### config.mk
export PLATFORM = sky130hd
export DESIGN_NAME = comp_snoop_counter
export DESIGN_NICKNAME = d
export VERILOG_FILES = /design/src/rtl/comp_snoop_pkg.sv /design/src/rtl/csu_line_store.sv /design/src/rtl/csu_ctrl.sv /design/src/rtl/comp_snoop_counter.sv
export SDC_FILE = /design/constraint.sdc
export NUM_CORES = 1
export LEC_CHECK = 0
export BUFFER_PORTS_ARGS = -buffer_cell sky130_fd_sc_hd__buf_4
export CAP_MARGIN = 30
export CORE_MARGIN = 5
export CORE_UTILIZATION = 56
export DETAILED_ROUTE_END_ITERATION = 10
export GPL_ROUTABILITY_DRIVEN = 0
export GPL_TIMING_DRIVEN = 0
export PLACE_DENSITY = 0.86
export SLEW_MARGIN = 40
export SYNTH_ARGS = -nofsm -noshare
export SYNTH_HDL_FRONTEND = slang
export SYNTH_SLANG_ARGS = --single-unit
### constraint.sdc
create_clock -name clk -period 3.5 [get_ports clk]
set_clock_uncertainty 0.15 [all_clocks]
set_input_delay 0.525 -clock clk [delete_from_list [all_inputs] [get_ports clk]]
set_output_delay 0.525 -clock clk [all_outputs]
set_load 0.005 [all_outputs]
### src/rtl/comp_snoop_pkg.sv
package comp_snoop_pkg;

  typedef enum logic [1:0] {
    LINE_EMPTY = 2'd0,
    LINE_VALID = 2'd1,
    LINE_STALE = 2'd2
  } lineState_e;

  // Strobes from the control to the line store; at most one snoop action per cycle
  typedef struct packed {
    logic cpuLoad;    // install / refresh line at cpu index
    logic snpDec;     // decrement counter at snoop index, record writer
    logic snpReload;  // new writer: full counter, record writer
    logic snpKill;    // counter exhausted: line goes stale
    logic snpRevive;  // read on bus refills stale copy
  } lineStrobes_t;

endpackage

### src/rtl/csu_line_store.sv
module csu_line_store
  import comp_snoop_pkg::*;
#(
  parameter int NUM_LINES = 8,
  parameter int TAG_W     = 9,
  parameter int ID_W      = 2,
  parameter int XFER_COST = 8,
  localparam int IDX_W    = $clog2(NUM_LINES),
  localparam int CNT_W    = $clog2(XFER_COST + 1)
) (
  input  logic               clk,
  input  logic               rstN,
  input  lineStrobes_t       strb,
  input  logic [IDX_W-1:0]   cpuIdx,
  input  logic [TAG_W-1:0]   cpuTag,
  input  logic [IDX_W-1:0]   snpIdx,
  input  logic [ID_W-1:0]    snpSrc,
  output lineState_e         snpState,
  output logic [TAG_W-1:0]   snpTagQ,
  output logic [CNT_W-1:0]   snpCnt,
  output logic               snpWrKnown,
  output logic [ID_W-1:0]    snpWriter,
  output logic               invValid,
  output logic [IDX_W-1:0]   invIndex
);

  localparam logic [CNT_W-1:0] FULL_CNT = CNT_W'(XFER_COST);

  lineState_e       stateQ  [NUM_LINES];
  logic [TAG_W-1:0] tagQ    [NUM_LINES];
  logic [CNT_W-1:0] cntQ    [NUM_LINES];
  logic             wrKnownQ[NUM_LINES];
  logic [ID_W-1:0]  writerQ [NUM_LINES];

  assign snpState   = stateQ[snpIdx];
  assign snpTagQ    = tagQ[snpIdx];
  assign snpCnt     = cntQ[snpIdx];
  assign snpWrKnown = wrKnownQ[snpIdx];
  assign snpWriter  = writerQ[snpIdx];

  for (genvar i = 0; i < NUM_LINES; i++) begin : g_line
    logic cpuHere;
    logic snpHere;
    assign cpuHere = strb.cpuLoad && (cpuIdx == IDX_W'(i));
    assign snpHere = (snpIdx == IDX_W'(i));

    always_ff @(posedge clk) begin
      if (!rstN) begin
        stateQ[i]   <= LINE_EMPTY;
        tagQ[i]     <= '0;
        cntQ[i]     <= '0;
        wrKnownQ[i] <= 1'b0;
        writerQ[i]  <= '0;
      end else if (cpuHere) begin
        stateQ[i]   <= LINE_VALID;
        tagQ[i]     <= cpuTag;
        cntQ[i]     <= FULL_CNT;
        wrKnownQ[i] <= 1'b0;
      end else if (snpHere) begin
        if (strb.snpKill) begin
          stateQ[i]   <= LINE_STALE;
          cntQ[i]     <= '0;
          wrKnownQ[i] <= 1'b0;
        end else if (strb.snpDec) begin
          cntQ[i]     <= (cntQ[i] == '0) ? '0 : cntQ[i] - CNT_W'(1);
          wrKnownQ[i] <= 1'b1;
          writerQ[i]  <= snpSrc;
        end else if (strb.snpReload) begin
          cntQ[i]     <= FULL_CNT;
          wrKnownQ[i] <= 1'b1;
          writerQ[i]  <= snpSrc;
        end else if (strb.snpRevive) begin
          stateQ[i]   <= LINE_VALID;
          cntQ[i]     <= FULL_CNT;
          wrKnownQ[i] <= 1'b0;
        end
      end
    end


    cnt_bound_chk: assert property (@(posedge clk) disable iff (!rstN)
      cntQ[i] <= FULL_CNT);


    valid_cnt_live_chk: assert property (@(posedge clk) disable iff (!rstN)
      (stateQ[i] == LINE_VALID) |-> (cntQ[i] != '0));
  end

  always_ff @(posedge clk) begin
    if (!rstN) begin
      invValid <= 1'b0;
      invIndex <= '0;
    end else begin
      invValid <= strb.snpKill;
      invIndex <= snpIdx;
    end
  end


  cpu_fill_chk: assert property (@(posedge clk) disable iff (!rstN)
    strb.cpuLoad |=> (stateQ[$past(cpuIdx)] == LINE_VALID) &&
                     (cntQ[$past(cpuIdx)] == FULL_CNT));


  kill_event_chk: assert property (@(posedge clk) disable iff (!rstN)
    strb.snpKill |=> invValid && (invIndex == $past(snpIdx)) &&
                     (stateQ[$past(snpIdx)] == LINE_STALE));


  revive_full_chk: assert property (@(posedge clk) disable iff (!rstN)
    (strb.snpRevive && !strb.cpuLoad) |=> (stateQ[$past(snpIdx)] == LINE_VALID) &&
                                         (cntQ[$past(snpIdx)] == FULL_CNT));

endmodule

### src/rtl/csu_ctrl.sv
module csu_ctrl
  import comp_snoop_pkg::*;
#(
  parameter int ADDR_W    = 12,
  parameter int NUM_LINES = 8,
  parameter int ID_W      = 2,
  parameter int MY_ID     = 0,
  parameter int XFER_COST = 8,
  localparam int IDX_W    = $clog2(NUM_LINES),
  localparam int TAG_W    = ADDR_W - IDX_W,
  localparam int CNT_W    = $clog2(XFER_COST + 1)
) (
  input  logic              clk,
  input  logic              rstN,
  input  logic              snpValid,
  input  logic              snpIsWrite,
  input  logic [ADDR_W-1:0] snpAddr,
  input  logic [ID_W-1:0]   snpSrc,
  input  logic              cpuValid,
  input  logic [ADDR_W-1:0] cpuAddr,
  input  lineState_e        snpState,
  input  logic [TAG_W-1:0]  snpTagQ,
  input  logic [CNT_W-1:0]  snpCnt,
  input  logic              snpWrKnown,
  input  logic [ID_W-1:0]   snpWriter,
  output lineStrobes_t      strb,
  output logic [IDX_W-1:0]  snpIdx,
  output logic [IDX_W-1:0]  cpuIdx,
  output logic [TAG_W-1:0]  cpuTag,
  output logic              sharedOut
);

  logic [TAG_W-1:0] snpTag;
  logic foreign, tagHit, sameLine, liveHit, staleHit, lastUnit, otherWriter;

  assign snpIdx = snpAddr[IDX_W-1:0];
  assign snpTag = snpAddr[ADDR_W-1:IDX_W];
  assign cpuIdx = cpuAddr[IDX_W-1:0];
  assign cpuTag = cpuAddr[ADDR_W-1:IDX_W];

  assign foreign     = snpValid && (snpSrc != ID_W'(MY_ID));
  assign tagHit      = foreign && (snpTagQ == snpTag);
  assign sameLine    = cpuValid && (cpuIdx == snpIdx);
  assign liveHit     = tagHit && (snpState == LINE_VALID);
  assign staleHit    = tagHit && (snpState == LINE_STALE);
  assign lastUnit    = (snpCnt <= CNT_W'(1));
  assign otherWriter = snpWrKnown && (snpWriter != snpSrc);

  always_comb begin
    strb           = '0;
    strb.cpuLoad   = cpuValid;
    if (!sameLine) begin
      if (snpIsWrite && liveHit) begin
        if (otherWriter)   strb.snpReload = 1'b1;
        else if (lastUnit) strb.snpKill   = 1'b1;
        else               strb.snpDec    = 1'b1;
      end else if (!snpIsWrite && staleHit) begin
        strb.snpRevive = 1'b1;
      end
    end
  end

  always_comb begin
    if (!foreign)      sharedOut = 1'b0;
    else if (sameLine) sharedOut = (cpuTag == snpTag);
    else if (snpIsWrite) sharedOut = liveHit && !strb.snpKill;
    else               sharedOut = liveHit || staleHit;
  end


  one_action_chk: assert property (@(posedge clk) disable iff (!rstN)
    $onehot0({strb.snpDec, strb.snpReload, strb.snpKill, strb.snpRevive}));


  stale_write_quiet_chk: assert property (@(posedge clk) disable iff (!rstN)
    (snpValid && snpIsWrite && (snpState == LINE_STALE) && !sameLine) |-> !sharedOut);


  cpu_wins_chk: assert property (@(posedge clk) disable iff (!rstN)
    sameLine |-> !(strb.snpDec || strb.snpReload || strb.snpKill || strb.snpRevive));

endmodule

### src/rtl/comp_snoop_counter.sv
module comp_snoop_counter
  import comp_snoop_pkg::*;
#(
  parameter int ADDR_W    = 12,
  parameter int NUM_LINES = 8,
  parameter int ID_W      = 2,
  parameter int MY_ID     = 0,
  parameter int XFER_COST = 8,
  localparam int IDX_W    = $clog2(NUM_LINES),
  localparam int TAG_W    = ADDR_W - IDX_W,
  localparam int CNT_W    = $clog2(XFER_COST + 1)
) (
  input  logic              clk,
  input  logic              rstN,
  input  logic              snpValid,
  input  logic              snpIsWrite,
  input  logic [ADDR_W-1:0] snpAddr,
  input  logic [ID_W-1:0]   snpSrc,
  input  logic              cpuValid,
  input  logic [ADDR_W-1:0] cpuAddr,
  output logic              sharedOut,
  output logic              invValid,
  output logic [IDX_W-1:0]  invIndex
);

  lineStrobes_t     strb;
  lineState_e       snpState;
  logic [TAG_W-1:0] snpTagQ, cpuTag;
  logic [CNT_W-1:0] snpCnt;
  logic             snpWrKnown;
  logic [ID_W-1:0]  snpWriter;
  logic [IDX_W-1:0] snpIdx, cpuIdx;

  csu_ctrl #(
    .ADDR_W(ADDR_W), .NUM_LINES(NUM_LINES), .ID_W(ID_W),
    .MY_ID(MY_ID), .XFER_COST(XFER_COST)
  ) ctrl_i (
    .clk(clk), .rstN(rstN),
    .snpValid(snpValid), .snpIsWrite(snpIsWrite), .snpAddr(snpAddr), .snpSrc(snpSrc),
    .cpuValid(cpuValid), .cpuAddr(cpuAddr),
    .snpState(snpState), .snpTagQ(snpTagQ), .snpCnt(snpCnt),
    .snpWrKnown(snpWrKnown), .snpWriter(snpWriter),
    .strb(strb), .snpIdx(snpIdx), .cpuIdx(cpuIdx), .cpuTag(cpuTag),
    .sharedOut(sharedOut)
  );

  csu_line_store #(
    .NUM_LINES(NUM_LINES), .TAG_W(TAG_W), .ID_W(ID_W), .XFER_COST(XFER_COST)
  ) store_i (
    .clk(clk), .rstN(rstN), .strb(strb),
    .cpuIdx(cpuIdx), .cpuTag(cpuTag), .snpIdx(snpIdx), .snpSrc(snpSrc),
    .snpState(snpState), .snpTagQ(snpTagQ), .snpCnt(snpCnt),
    .snpWrKnown(snpWrKnown), .snpWriter(snpWriter),
    .invValid(invValid), .invIndex(invIndex)
  );


  own_src_quiet_chk: assert property (@(posedge clk) disable iff (!rstN)
    (snpValid && (snpSrc == ID_W'(MY_ID))) |-> !sharedOut);


  idle_quiet_chk: assert property (@(posedge clk) disable iff (!rstN)
    !snpValid |-> !sharedOut);

endmodule

Word-level counts from Yosys, hierarchy flattened --
Memories as Yosys holds them, arrays and structs flattened. Cells that the tools add are included.
Operators by class: equal/unequal tests 20, $lt $le $gt $ge 1, bitwise operators 128, reduce and logical (&&, ||, !) cells 31, multiplexer cells 311, add/sub/neg operators 8
Operator list (number):
- two-way mux 1 bit | 213
- two-way mux 4 bit | 49
- OR 1 bit | 128
- two-way mux 2 bit | 40
- two-way mux 9 bit | 8
- logical NOT 4 bit | 8
- subtractor 4 x 1 -> 4 bit, second input constant | 8
- == test 3 bit, second input constant | 8
- == test 9 bit | 2
- logical AND 1 bit | 17
- == test 3 x 2 -> 1 bit, second input constant | 4
- == test 3 x 1 -> 1 bit, second input constant | 2
- logical NOT 3 bit | 2
- <= comparator 4 x 1 -> 1 bit, second input constant | 1
- == test 3 bit | 1
- two-way mux 3 bit | 1
- == test 2 x 1 -> 1 bit, second input constant | 1
- == test 2 bit, second input constant | 1
- logical NOT 1 bit | 2
- != test 2 bit | 1
- nonzero test 2 bit | 1
- logical OR 1 bit | 1
Word-level totals: word-level logic and storage cells 506, memories 5, register bits after elaboration 4, bits of input ports 31, memory bits (writable) 144, output and inout port bits 5
Memory list:
- store_i.tagQ | words 8, width 9, rd ports 1, clocked after memory_dff 0, write ports 8, line csu_line_store.sv:30 | logic [TAG_W-1:0] tagQ [NUM_LINES];
- store_i.cntQ | words 8, width 4, rd ports 9, clocked after memory_dff 0, write ports 8, line csu_line_store.sv:31 | logic [CNT_W-1:0] cntQ [NUM_LINES];
- store_i.stateQ | words 8, width 2, rd ports 1, clocked after memory_dff 0, write ports 8, line csu_line_store.sv:29 | lineState_e stateQ [NUM_LINES];
- store_i.writerQ | words 8, width 2, rd ports 1, clocked after memory_dff 0, write ports 8, line csu_line_store.sv:33 | logic [ID_W-1:0] writerQ [NUM_LINES];
- store_i.wrKnownQ | words 8, width 1, rd ports 1, clocked after memory_dff 0, write ports 8, line csu_line_store.sv:32 | logic wrKnownQ[NUM_LINES];

Depth between registers and ports, before layout --
depth after elaboration 17, gate-level depth with buffers 13, mapped depth without buffers 7

Hierarchy --
A second synthesis with hierarchy kept.
Unflattened totals: cell total of the unflattened synthesis 607, area total of the unflattened synthesis 7953.9 um^2
By module, submodules not included:
- csu_line_store | area each 7470.9 um^2, times used 1, cells each 545, sequential area each 4394.2 um^2
- csu_ctrl | area each 483.0 um^2, times used 1, cells each 62, sequential area each 0.0 um^2

Worst setup path before layout --
OpenSTA, ideal clock, no wires.
kind input to register, start input snpAddr[0], end memory store_i.cntQ[0][0] in the netlist's numbering (enable), slack -0.038 ns, arrival time 3.012 ns, setup time 0.376 ns, stages on the path 10, path buffers 3, data required time 2.974 ns, cell sequence buf_2 > buf_2 > buf_2 > nor3_1 > a211oi_1 > o22ai_2 > xnor2_1 > nor4_4 > nand3_1 > o31ai_1
RTL lines:
- start: declaration | line comp_snoop_counter.sv:17 | input logic [ADDR_W-1:0] snpAddr,
- end: declaration | line csu_line_store.sv:31

Final worst setup path --
start input snpAddr[2], end output sharedOut
On the way: longest elaborated chain between the ends 12, elaborated cells between the ends (all ways) 27, classes of those cells order compare: 1; eq/ne: 5; mux: 7; reduce/logical: 9; memory: 5
RTL lines:
- parallel branches: the longest is 10 deep, another holds memory read (8 x 4 bit)
- two-way mux 1 bit (*) | line csu_ctrl.sv:65 | else if (sameLine) sharedOut = (cpuTag == snpTag);
- two-way mux 1 bit (*) | line csu_ctrl.sv:64 | if (!foreign) sharedOut = 1'b0;
- end: declaration | line comp_snoop_counter.sv:21 | output logic sharedOut,
Every way passes the cells marked *.

==> impl_metrics.env <==
export IMPL_cts_sinks=148
export IMPL_period_needed_ns=3.54
export IMPL_root_buffer="clkbuf_16"
export IMPL_grt_pass1_wl_um=37100
export IMPL_maxSlewViolCount=0
export IMPL_rsz0062_at_grt="true"
export IMPL_grt_max_degree=17
export IMPL_slew_headroom_pct=49.6
export IMPL_grt_use_total_pct=29.6
export IMPL_power_leakage_uw=0.00343
export IMPL_min_path_cells=2
export IMPL_synth_cell_types=62
export IMPL_cts_tree="yes"
export IMPL_synth_top_family_by_area="simple AND/OR/NAND/NOR gates"
export IMPL_diodes=0
export IMPL_portBuffers=30
export IMPL_io_pins=36
export IMPL_routed_wl_um=24600
export IMPL_hpwl_um=16900
export IMPL_muxShareOfSynthArea_pct=6.58
export IMPL_cts_made_buffers=17
export IMPL_via_per_inst=7.15
export IMPL_route_detailed_drc=0
export IMPL_die_h_um=130
export IMPL_num_vias=6854
export IMPL_reg2reg_setup_slack_ns=0.05
export IMPL_ir_drop_mv=0.355
export IMPL_synth_compound_area_share_pct=9.93
export IMPL_synth_flop_cell="edfxtp_1"
export IMPL_yosys_area_share_simple_pct=21.3
export IMPL_required_ns=2.82
export IMPL_syn_area_um2=8030
export IMPL_r2r_cells=9
export IMPL_seqCellArea_um2=4390
export IMPL_fin_nets=804
export IMPL_insertion_delay_ns=0.44
export IMPL_synth_xor_area_share_pct=1.86
export IMPL_rows=43
export IMPL_areaGrowthSynthToFinish_pct=15.7
export IMPL_p_per_area_nw_per_um2=471
export IMPL_post_place_ws_ns=-1.21
export IMPL_worst_r2r_startpoint="store_i.tagQ[5][2]"
export IMPL_min_to="store_i.tagQ[2][4]"
export IMPL_arrival_ns=2.86
export IMPL_critPathKind="input pin to output pin"
export IMPL_synth_seq_cells=148
export IMPL_syn_inst=712
export IMPL_outcome="finished, violations left"
export IMPL_postRouteAntennaNets=0
export IMPL_routedWlPerCell_um=25.6
export IMPL_ctsHtreeMaxLevel=4
export IMPL_min_path_type="input pin to flip-flop"
export IMPL_min_from="cpuAddr[7]"
export IMPL_synthesis_nets=751
export IMPL_synth_fa_ha_area_share_pct=1.25
export IMPL_die_x_um=130
export IMPL_setup_worst_path_end_class="output pin"
export IMPL_async_reset_ff_share_pct=0
export IMPL_finalSetupViolCount=6
export IMPL_setup_slack_ns=-0.0393
export IMPL_clock_path_buffers=2
export IMPL_clk_pin_slew_ns=0.06
export IMPL_dp_cells=922
export IMPL_synth_seq_area_share_pct=54.7
export IMPL_violations="setup timing"
export IMPL_hold_viol_final=0
export IMPL_cts_hold_fix_buffers=0
export IMPL_final_cells=958
export IMPL_die_area_um2=16800
export IMPL_antenna_found_initial=0
export IMPL_fmax_mhz=283
export IMPL_startpoint_type="input pin"
export IMPL_first_pass_iters=11
export IMPL_grt_pass1_vias=6656
export IMPL_cap_violations=0
export IMPL_start_util_pct=57.4
export IMPL_core_region_area_um2=14000
export IMPL_grt_overflow_total=0
export IMPL_fin_util_pct=66.4
export IMPL_fin_crit_sh_pct=101
export IMPL_drive_gt1_share_pct=19.9
export IMPL_hold_slack_ns=0.322
export IMPL_r2r_end="store_i.cntQ[6][2]"
export IMPL_multi_input_area_um2=3440
export IMPL_synth_edf_count=143
export IMPL_num_fill_cells=932
export IMPL_yosys_warnings=0
export IMPL_worst_pin_slew_ns=0.753
export IMPL_drt_iter0_markers=1312
export IMPL_cp_max_fo=10
export IMPL_avgSynthCellArea_um2=11.3
==> cell type report <==
cell class / count / share of cell area, %
Clock buffer: 17 / 4.58
Buffer: 41 / 2.96
Tap cell: 180 / 2.43
Sequential cell: 148 / 47.3
Clock inverter: 15 / 1.31
Timing Repair Buffer: 36 / 2.91
Multi-Input combinational cell: 488 / 37.1
Inverter: 33 / 1.39
==> worst max path at each step <==
| stage | from | cells after the start | endpoint | slack [ns] |
|---|---|---|---|---|
| floorplan | snpAddr[0] | 10 | store_i.cntQ[0][0] | -0.04 |
| global placement | snpAddr[1] | 10 | store_i.cntQ[6][0] | -0.99 |
| detailed placement | snpAddr[1] | 10 | store_i.cntQ[6][2] | -1.21 |
| CTS | snpAddr[2] | 12 | sharedOut | 0.005 |
| global route | snpAddr[2] | 10 | store_i.writerQ[5][1] | -0.04 |
| finish | snpAddr[2] | 10 | sharedOut | -0.04 |
==> power breakdown <==
part	switching, µW	total, µW	leakage, µW	internal [µW]
logic	364	558	0.00171	194
registers	47.4	2090	0.00146	2040
clock network	808	1730	0.000256	922
total	1220	4380	0.00343	3160
==> per-stage QoR <==
| stage | instance area (µm²) | power, µW | setup TNS [ns] |
|---|---|---|---|
| finish | 9280 | 4380 | -0.209 |
| global route | 9280 | 4450 | -0.350 |
| CTS | 9190 | 4300 | 0 |
| detailed placement | 8490 | 2600 | -72.87 |
| global placement | 8480 | 2570 | -62.31 |
| floorplan | 8030 | 2420 | -0.565 |
==> cells in the final DEF, fill, tap and decap left out, types with 5 or more instances in the layout <==
| cell type | n |
|---|---|
| or3_1 | 13 |
| and2_1 | 29 |
| nand2_1 | 26 |
| buf_6 | 6 |
| mux2_2 | 19 |
| nand2b_1 | 14 |
| ha_1 | 8 |
| mux2i_1 | 18 |
| nor2_1 | 44 |
| nand4_1 | 7 |
| xor2_1 | 9 |
| and3_1 | 47 |
| nand3b_1 | 9 |
| nor4_1 | 21 |
| nand3_1 | 15 |
| edfxtp_1 | 143 |
| o31ai_1 | 7 |
| xnor2_1 | 7 |
| or2_2 | 5 |
| o21ai_0 | 23 |
| inv_1 | 30 |
| clkbuf_1 | 17 |
| nor3b_1 | 9 |
| buf_4 | 44 |
| a211oi_1 | 10 |
| o31ai_2 | 5 |
| o21ai_1 | 5 |
| clkbuf_16 | 17 |
| o211ai_1 | 7 |
| nor3_1 | 38 |
| o22ai_1 | 14 |
| inv_6 | 5 |
| dfxtp_1 | 5 |
| a21oi_1 | 11 |
==> cells in the mapped netlist (8+ instances only) <==
cell type / count / area (µm²)
edfxtp_1: 143 / 4290
and3_1: 47 / 294
nor2_1: 45 / 169
nor3_1: 40 / 200
inv_1: 30 / 113
and2_1: 29 / 181
o21ai_0: 29 / 145
nand2_1: 27 / 101
nor4_1: 24 / 150
clkbuf_1: 21 / 78.8
mux2_2: 21 / 236
mux2i_1: 19 / 190
nand2b_1: 16 / 100
nand3_1: 15 / 75.1
o22ai_1: 15 / 93.8
or3_1: 13 / 81.3
a21oi_1: 12 / 60.1
buf_2: 12 / 60.1
a211oi_1: 11 / 82.6
o31ai_1: 11 / 82.6
nand3b_1: 9 / 67.6
nor3b_1: 9 / 67.6
xor2_1: 9 / 78.8
ha_1: 8 / 100
xnor2_1: 8 / 70.1
==> sequential cells by signal, indices dropped and copies added, names as in the netlist <==
| name | count |
|---|---|
| store_i.cntQ | 32 |
| store_i.stateQ | 16 |
| store_i.wrKnownQ | 8 |
| store_i.invValid | 1 |
| store_i.tagQ | 72 |
| store_i.writerQ | 16 |
| store_i.invIndex | 3 |
==> critical path, cell delays in order <==
cell and delay [ns]:
buf_4 0.15, buf_4 0.20, or2_1 0.29, o22ai_1 0.23, nor3_1 0.10, nand4bb_1 0.40, nor3_2 0.40, o2111ai_2 0.24
a21oi_2 0.19, buf_4 0.13
==> logic make-up (layout without fill, tap and decap cells) <==
group	after synthesis	in the layout
xor gates and xnor gates	17	17
AOI/OAI and AO/OA	117	117
adders and majority gates	8	8
and+or+nand+nor	301	301
muxes	45	45
DFF	148	148
buffers and inverters	76	142
==> metal layers <==
layer / part of all wire (%) / vias to the layer above / track usage (%)
met4: 6.4 / 0 / 14.5
met5: 0 / - / 0
met3: 15 / 180 / 9.62
met1: 35 / 3166 / 37.9
met2: 44 / 688 / 45.6
li1: - / 2820 / -
==> timing repair <==
action                                 CTS  global route
endpoints found under the hold margin    0             0
buffers inserted                         5             1
pin swaps                                3             3
resized for setup                       33            20
cloned                                   0             0
setup endpoints to repair               62            42
Power figures use the tool's default switching activity.
